--- config.mk ---
export PLATFORM = sky130hd
export DESIGN_NAME = pkt_window_port
export DESIGN_NICKNAME = d
export VERILOG_FILES = /design/src/rtl/pkt_window_pkg.sv /design/src/rtl/pkt_window_dp.sv /design/src/rtl/pkt_window_ctrl.sv /design/src/rtl/pkt_window_port.sv
export SDC_FILE = /design/constraint.sdc
export NUM_CORES = 1
export LEC_CHECK = 0
export ABC_AREA = 1
export BUFFER_PORTS_ARGS = -buffer_cell sky130_fd_sc_hd__buf_2
export CORE_MARGIN = 2
export CORE_UTILIZATION = 40
export CTS_BUF_LIST = sky130_fd_sc_hd__clkbuf_8
export DETAILED_ROUTE_END_ITERATION = 8
export GPL_TIMING_DRIVEN = 0
export PLACE_DENSITY = 0.9
export SYNTH_ARGS = -nofsm -noshare
export SYNTH_HDL_FRONTEND = slang
export SYNTH_HIERARCHICAL = 1
export SYNTH_SLANG_ARGS = --single-unit
--- constraint.sdc ---
create_clock -name clk -period 2.82 [get_ports clk]
set_clock_uncertainty 0.1 [all_clocks]
set_input_delay 0.282 -clock clk [delete_from_list [all_inputs] [get_ports clk]]
set_output_delay 0.282 -clock clk [all_outputs]
set_load 0.05 [all_outputs]
--- src/rtl/pkt_window_pkg.sv ---
package pkt_window_pkg;

  localparam int LINE_AW = 9;
  localparam int DATA_W  = 32;
  localparam int FLAG_W  = 4;
  localparam int CMD_W   = 32;
  localparam int STEP_W  = 4;

  typedef enum logic [2:0] {
    ST_IDLE,
    ST_RD_FETCH,
    ST_RD_AVAIL,
    ST_WR_OPEN,
    ST_DONE,
    ST_FAULT
  } winState_e;

  // strobes from control to datapath
  typedef struct packed {
    logic loadWin;   // capture window, point at first line
    logic advance;   // step current line by one
    logic fetch;     // read access this cycle
    logic store;     // write access this cycle
  } dpStrobe_t;

endpackage

--- src/rtl/pkt_window_dp.sv ---
module pkt_window_dp
  import pkt_window_pkg::*;
#(
  parameter int AW = LINE_AW,
  parameter int DW = DATA_W
) (
  input  logic          clk,
  input  logic          rst,
  input  dpStrobe_t     strobe,
  input  logic [AW-1:0] cmdFirst,
  input  logic [AW-1:0] cmdLast,
  input  logic [DW-1:0] wrData,
  input  logic [DW-1:0] ramRdData,
  output logic [AW-1:0] ramAddr,
  output logic [DW-1:0] ramWrData,
  output logic [DW-1:0] rdData,
  output logic          atFirst,
  output logic          atLast
);

  localparam logic [AW-1:0] TOP_LINE = '1;

  logic [AW-1:0] curLine;
  logic [AW-1:0] firstLine;
  logic [AW-1:0] lastLine;
  logic [AW-1:0] nextLine;

  // modulo-2^AW increment gives the wrap for free
  assign nextLine = curLine + 1'b1;

  always_ff @(posedge clk) begin
    if (rst) begin
      curLine   <= '0;
      firstLine <= '0;
      lastLine  <= '0;
    end else if (strobe.loadWin) begin
      curLine   <= cmdFirst;
      firstLine <= cmdFirst;
      lastLine  <= cmdLast;
    end else if (strobe.advance) begin
      curLine   <= nextLine;
    end
  end

  // a read that advances prefetches the following line;
  // a write always lands on the current line
  assign ramAddr   = (strobe.advance && !strobe.store) ? nextLine : curLine;
  assign ramWrData = wrData;
  assign rdData    = ramRdData;
  assign atFirst   = (curLine == firstLine);
  assign atLast    = (curLine == lastLine);

  AST_LINE_WRAP: assert property (@(posedge clk) disable iff (rst)
    (strobe.advance && !strobe.loadWin && curLine == TOP_LINE) |=> (curLine == '0));

endmodule

--- src/rtl/pkt_window_ctrl.sv ---
module pkt_window_ctrl
  import pkt_window_pkg::*;
(
  input  logic      clk,
  input  logic      rst,
  input  logic      cmdGo,
  input  logic      cmdRead,
  input  logic      cmdWrite,
  input  logic      cmdClear,
  input  logic      atFirst,
  input  logic      atLast,
  input  logic      rdRead,
  input  logic      rdError,
  input  logic      wrWrite,
  input  logic      wrSop,
  input  logic      wrEop,
  output dpStrobe_t strobe,
  output logic      ramEn,
  output logic      ramWe,
  output logic      rdReady,
  output logic      wrReady,
  output logic      rdSop,
  output logic      rdEop,
  output logic      done,
  output logic      error
);

  winState_e state;
  winState_e stateNxt;
  logic      wrBad;

  // both markers on a word that is not the packet's first
  assign wrBad = wrSop && wrEop && !atFirst;

  always_ff @(posedge clk) begin
    if (rst) state <= ST_IDLE;
    else     state <= stateNxt;
  end

  always_comb begin
    strobe   = '0;
    stateNxt = state;
    unique case (state)
      ST_RD_FETCH: begin
        strobe.fetch = 1'b1;
        stateNxt     = ST_RD_AVAIL;
      end
      ST_RD_AVAIL: begin
        if (rdRead) begin
          if (rdError) begin
            stateNxt = ST_FAULT;
          end else if (atLast) begin
            stateNxt = ST_DONE;
          end else begin
            strobe.advance = 1'b1;
            strobe.fetch   = 1'b1;
          end
        end
      end
      ST_WR_OPEN: begin
        if (wrWrite) begin
          if (wrBad) begin
            stateNxt = ST_FAULT;
          end else begin
            strobe.store = 1'b1;
            if (wrEop || atLast) stateNxt = ST_DONE;
            else                 strobe.advance = 1'b1;
          end
        end
      end
      default: ;
    endcase
    // a new command overrides whatever the current state asked for
    if (cmdGo) begin
      strobe = '0;
      if (cmdClear) begin
        stateNxt = ST_IDLE;
      end else if (cmdRead) begin
        strobe.loadWin = 1'b1;
        stateNxt       = ST_RD_FETCH;
      end else if (cmdWrite) begin
        strobe.loadWin = 1'b1;
        stateNxt       = ST_WR_OPEN;
      end else begin
        stateNxt = ST_IDLE;
      end
    end
  end

  assign ramEn   = strobe.fetch || strobe.store;
  assign ramWe   = strobe.store;
  assign rdReady = (state == ST_RD_AVAIL);
  assign wrReady = (state == ST_WR_OPEN);
  assign rdSop   = rdReady && atFirst;
  assign rdEop   = rdReady && atLast;
  assign done    = (state == ST_DONE);
  assign error   = (state == ST_FAULT);

  AST_DONE_HOLD: assert property (@(posedge clk) disable iff (rst)
    (done && !cmdGo) |=> done);

  AST_FAULT_HOLD: assert property (@(posedge clk) disable iff (rst)
    (error && !cmdGo) |=> (error && !done));

  AST_WE_HANDSHAKE: assert property (@(posedge clk) disable iff (rst)
    ramWe |-> (wrWrite && wrReady && !cmdGo));

  AST_CLEAR_IDLE: assert property (@(posedge clk) disable iff (rst)
    (cmdGo && cmdClear) |=> !(done || error || rdReady || wrReady));

endmodule

--- src/rtl/pkt_window_port.sv ---
module pkt_window_port
  import pkt_window_pkg::*;
#(
  parameter int AW = LINE_AW,
  parameter int DW = DATA_W,
  parameter int FW = FLAG_W
) (
  input  logic          clk,
  input  logic          rst,
  input  logic [31:0]   cmdWord,
  input  logic          cmdGo,
  output logic          done,
  output logic          error,
  output logic          ramEn,
  output logic          ramWe,
  output logic [AW-1:0] ramAddr,
  output logic [DW-1:0] ramWrData,
  input  logic [DW-1:0] ramRdData,
  input  logic [DW-1:0] wrData,
  input  logic [FW-1:0] wrFlags,
  input  logic          wrWrite,
  output logic          wrReady,
  output logic [DW-1:0] rdData,
  output logic [FW-1:0] rdFlags,
  output logic          rdReady,
  input  logic          rdRead,
  input  logic          rdError
);

  localparam int LAST_LSB  = AW;
  localparam int STEP_LSB  = 2 * AW;
  localparam int READ_BIT  = STEP_LSB + STEP_W;
  localparam int WRITE_BIT = READ_BIT + 1;
  localparam int CLEAR_BIT = WRITE_BIT + 1;

  dpStrobe_t     strobe;
  logic          atFirst;
  logic          atLast;
  logic          rdSop;
  logic          rdEop;
  logic          cmdUnused;
  logic [AW-1:0] cmdFirst;
  logic [AW-1:0] cmdLast;

  assign cmdFirst  = cmdWord[AW-1:0];
  assign cmdLast   = cmdWord[LAST_LSB +: AW];
  // step and upper command bits, plus the spare stream flags, carry no meaning
  assign cmdUnused = ^{cmdWord[31:CLEAR_BIT+1], cmdWord[STEP_LSB +: STEP_W], wrFlags[FW-1:2]};

  pkt_window_ctrl ctrl_i (
    .clk      (clk),
    .rst      (rst),
    .cmdGo    (cmdGo),
    .cmdRead  (cmdWord[READ_BIT]),
    .cmdWrite (cmdWord[WRITE_BIT]),
    .cmdClear (cmdWord[CLEAR_BIT]),
    .atFirst  (atFirst),
    .atLast   (atLast),
    .rdRead   (rdRead),
    .rdError  (rdError),
    .wrWrite  (wrWrite),
    .wrSop    (wrFlags[0]),
    .wrEop    (wrFlags[1]),
    .strobe   (strobe),
    .ramEn    (ramEn),
    .ramWe    (ramWe),
    .rdReady  (rdReady),
    .wrReady  (wrReady),
    .rdSop    (rdSop),
    .rdEop    (rdEop),
    .done     (done),
    .error    (error)
  );

  pkt_window_dp #(.AW(AW), .DW(DW)) dp_i (
    .clk       (clk),
    .rst       (rst),
    .strobe    (strobe),
    .cmdFirst  (cmdFirst),
    .cmdLast   (cmdLast),
    .wrData    (wrData),
    .ramRdData (ramRdData),
    .ramAddr   (ramAddr),
    .ramWrData (ramWrData),
    .rdData    (rdData),
    .atFirst   (atFirst),
    .atLast    (atLast)
  );

  assign rdFlags = {{(FW-2){1'b0}}, rdEop, rdSop};

  AST_ONE_ENDING: assert property (@(posedge clk) disable iff (rst)
    !(done && error) && !(rdReady && wrReady));

endmodule

==> summary.txt <==
Nets - 597
TritonCTS clock tree - yes
Post-synthesis area per instance - 6.79 µm²
Fin cells - 565
Status - completed
Synth Instances - 353
First-pass GRT wire length - 9670 µm
Slowest cell on the critical path - dfxtp_2
Static leakage - 0.00179 µW
CTS buffer count - 5
Max-cap violations - 0
Max IR drop VDD - 233 µV
Vias - 2,702
# DRC - 0
CP endpoint kind - output port
Hold endpoint - ctrl_i/state[2]$_SDFFE_PP0P_
Synth-to-layout area growth - 45.8%
Clock Latency Late Sink - 0.29 ns
Fillers - 507
DIE AREA - 6630 µm²
Crit share post-route - 99.0%
Drt first pass iters - 4
Commonest non-fill, non-tap cells in the layout - buf_2 (100), buf_4 (91), nand2_1 (61), nor2_1 (34), dfxtp_1 (22)
FMAX - 358 MHz
Synth warn - 6
Hold-fix buffers, CTS - 0
Worst hold start - rst
Hold WC Path Type - input port to flop
Pwr Density - 392 nW/µm²
IO buf count - 108
Clock buffer depth - 2
Crit-path max FO - 7
Chip Width - 81.4 µm
Commonest non-fill, non-tap cell in the layout - buf_2
Synth Cell Area - 2400 µm²
CP startpoint kind - flop
Met2 usage - 34.9%
RSZ-0062 raised after global routing - true
Via/cell ratio - 4.78
M3 GR Usage - 5.67%
Die height - 81.4 µm
Busiest grt layer - met2
Worst path arrival time - 2.41 ns
Crit path required time - 2.44 ns
Post-placement setup slack - -0.166 ns
Initial antenna violation count - 0
Largest net degree at the start of global routing - 11
Final Hold Viols - 0
Dpl cells - 537
Root Buffer - clkbuf_8
Critical path class - flop to output port
Initial Utilization - 41.0%
H-tree depth - 2
R2r startpoint - dp_i/curLine[0]$_SDFFE_PP0P_
Pins Over Slew Limit - 0
Final wirelength - 7240 µm
Layout cells sized above 1 - 54.9%
Reg clk slew, reported paths - 0.06 ns
Crit-path cells - buf_6, xor2_1, nor2_1, nand4_1, nor2_2, inv_2, nand4_1, a21oi_4, inv_4, nor2_4, buf_6, nand2_4, o21ai_4, buf_8
IO Count - 189
Row count - 28
Reg-to-Reg End - dp_i/curLine[0]$_SDFFE_PP0P_
CORE AREA - 5850 µm²
Max stage delay on crit path - 0.33 ns
Antenna Cells - 0
Number of global-route vias before repair - 2,277
Final WS setup - 0.0272 ns
Post-route ant nets - 0
DR WL/cell - 12.8 µm
Grt ovf - 0
Met1 usage - 18.7%
Finished Core Util - 59.7%
# clock sinks - 30
Reg2reg setup slack - 0.55 ns
Reg2Reg Depth - 15
Final setup viols - 0
Dpl hpwl - 5070 µm
Hold depth - 2
Drt initial violations - 111
Total Routing Usage GR - 19.1%
Crit path time final - 2.79 ns
Fin Hold WS - 0.0701 ns
RePlAce Congestion - 0.869
-- worst max-delay path: cells and delay by family (launching register included) --
family	cells	cell delay [ns]
buffers and inverters	5	0.60
AOI/OAI and AO/OA	2	0.32
and+or+nand+nor	6	0.69
DFF	1	0.33
xor gates and xnor gates	1	0.18
-- sequential cells by signal, indices dropped and copies added, names as in the netlist --
signal	cells
dp_i/lastLine	9
ctrl_i/state	3
dp_i/curLine	9
dp_i/firstLine	9
-- final cells by class --
class / count / area (µm²) / area share [%]
sequential: 30 / 616 / 17.6
inverter: 27 / 109 / 3.11
clock buffer: 5 / 68.8 / 1.97
clock inverter: 2 / 7.51 / 0.215
multi-input combinational: 215 / 1220 / 34.8
buffer: 80 / 597 / 17.1
timing repair buffer: 131 / 787 / 22.5
tap: 75 / 93.8 / 2.69
-- where the power goes --
group / total (µW) / leakage (µW) / internal [µW] / switching (µW)
registers: 469 / 0.000250 / 446 / 22.4
clock network: 324 / 0.0000466 / 162 / 162
logic: 578 / 0.00149 / 205 / 374
total: 1370 / 0.00179 / 813 / 558
-- worst max-delay path by stage --
stage	cells after the start	startpoint	slack, ns	to
4_1_cts	14	dp_i/curLine[5]$_SDFFE_PP0P_	0.001	ramAddr[2]
6_report	14	dp_i/curLine[0]$_SDFFE_PP0P_	0.03	ramAddr[3]
3_3_place_gp	13	dp_i/curLine[8]$_SDFFE_PP0P_	-0.1	ramAddr[3]
5_1_grt	14	dp_i/curLine[0]$_SDFFE_PP0P_	-0.11	ramAddr[3]
2_1_floorplan	13	dp_i/curLine[6]$_SDFFE_PP0P_	-0.22	ramAddr[2]
3_5_place_dp	13	dp_i/curLine[8]$_SDFFE_PP0P_	-0.17	ramAddr[3]
-- layer usage --
layer | wire [µm] | vias up
met2 | 4040 | 126
met5 | 0 | -
met3 | 562 | 21
met4 | 211 | 0
li1 | - | 1307
met1 | 2430 | 1248
-- repair_timing --
action | in CTS | in global routing
pin swaps | 3 | 12
gates resized for setup | 29 | 42
setup endpoints to repair | 9 | 10
setup buffers | 8 | 14
gates cloned | 1 | 0
-- stage by stage --
stage / cell area, µm² / power [µW] / TNS [ns]
2_1_floorplan: 2400 / 894 / -1.64
3_3_place_gp: 3040 / 989 / -0.213
3_5_place_dp: 3040 / 998 / -0.556
4_1_cts: 3260 / 1340 / 0
5_1_grt: 3490 / 1430 / -0.793
6_report: 3490 / 1370 / 0
Note: power is estimated with default switching activity, not from simulation.
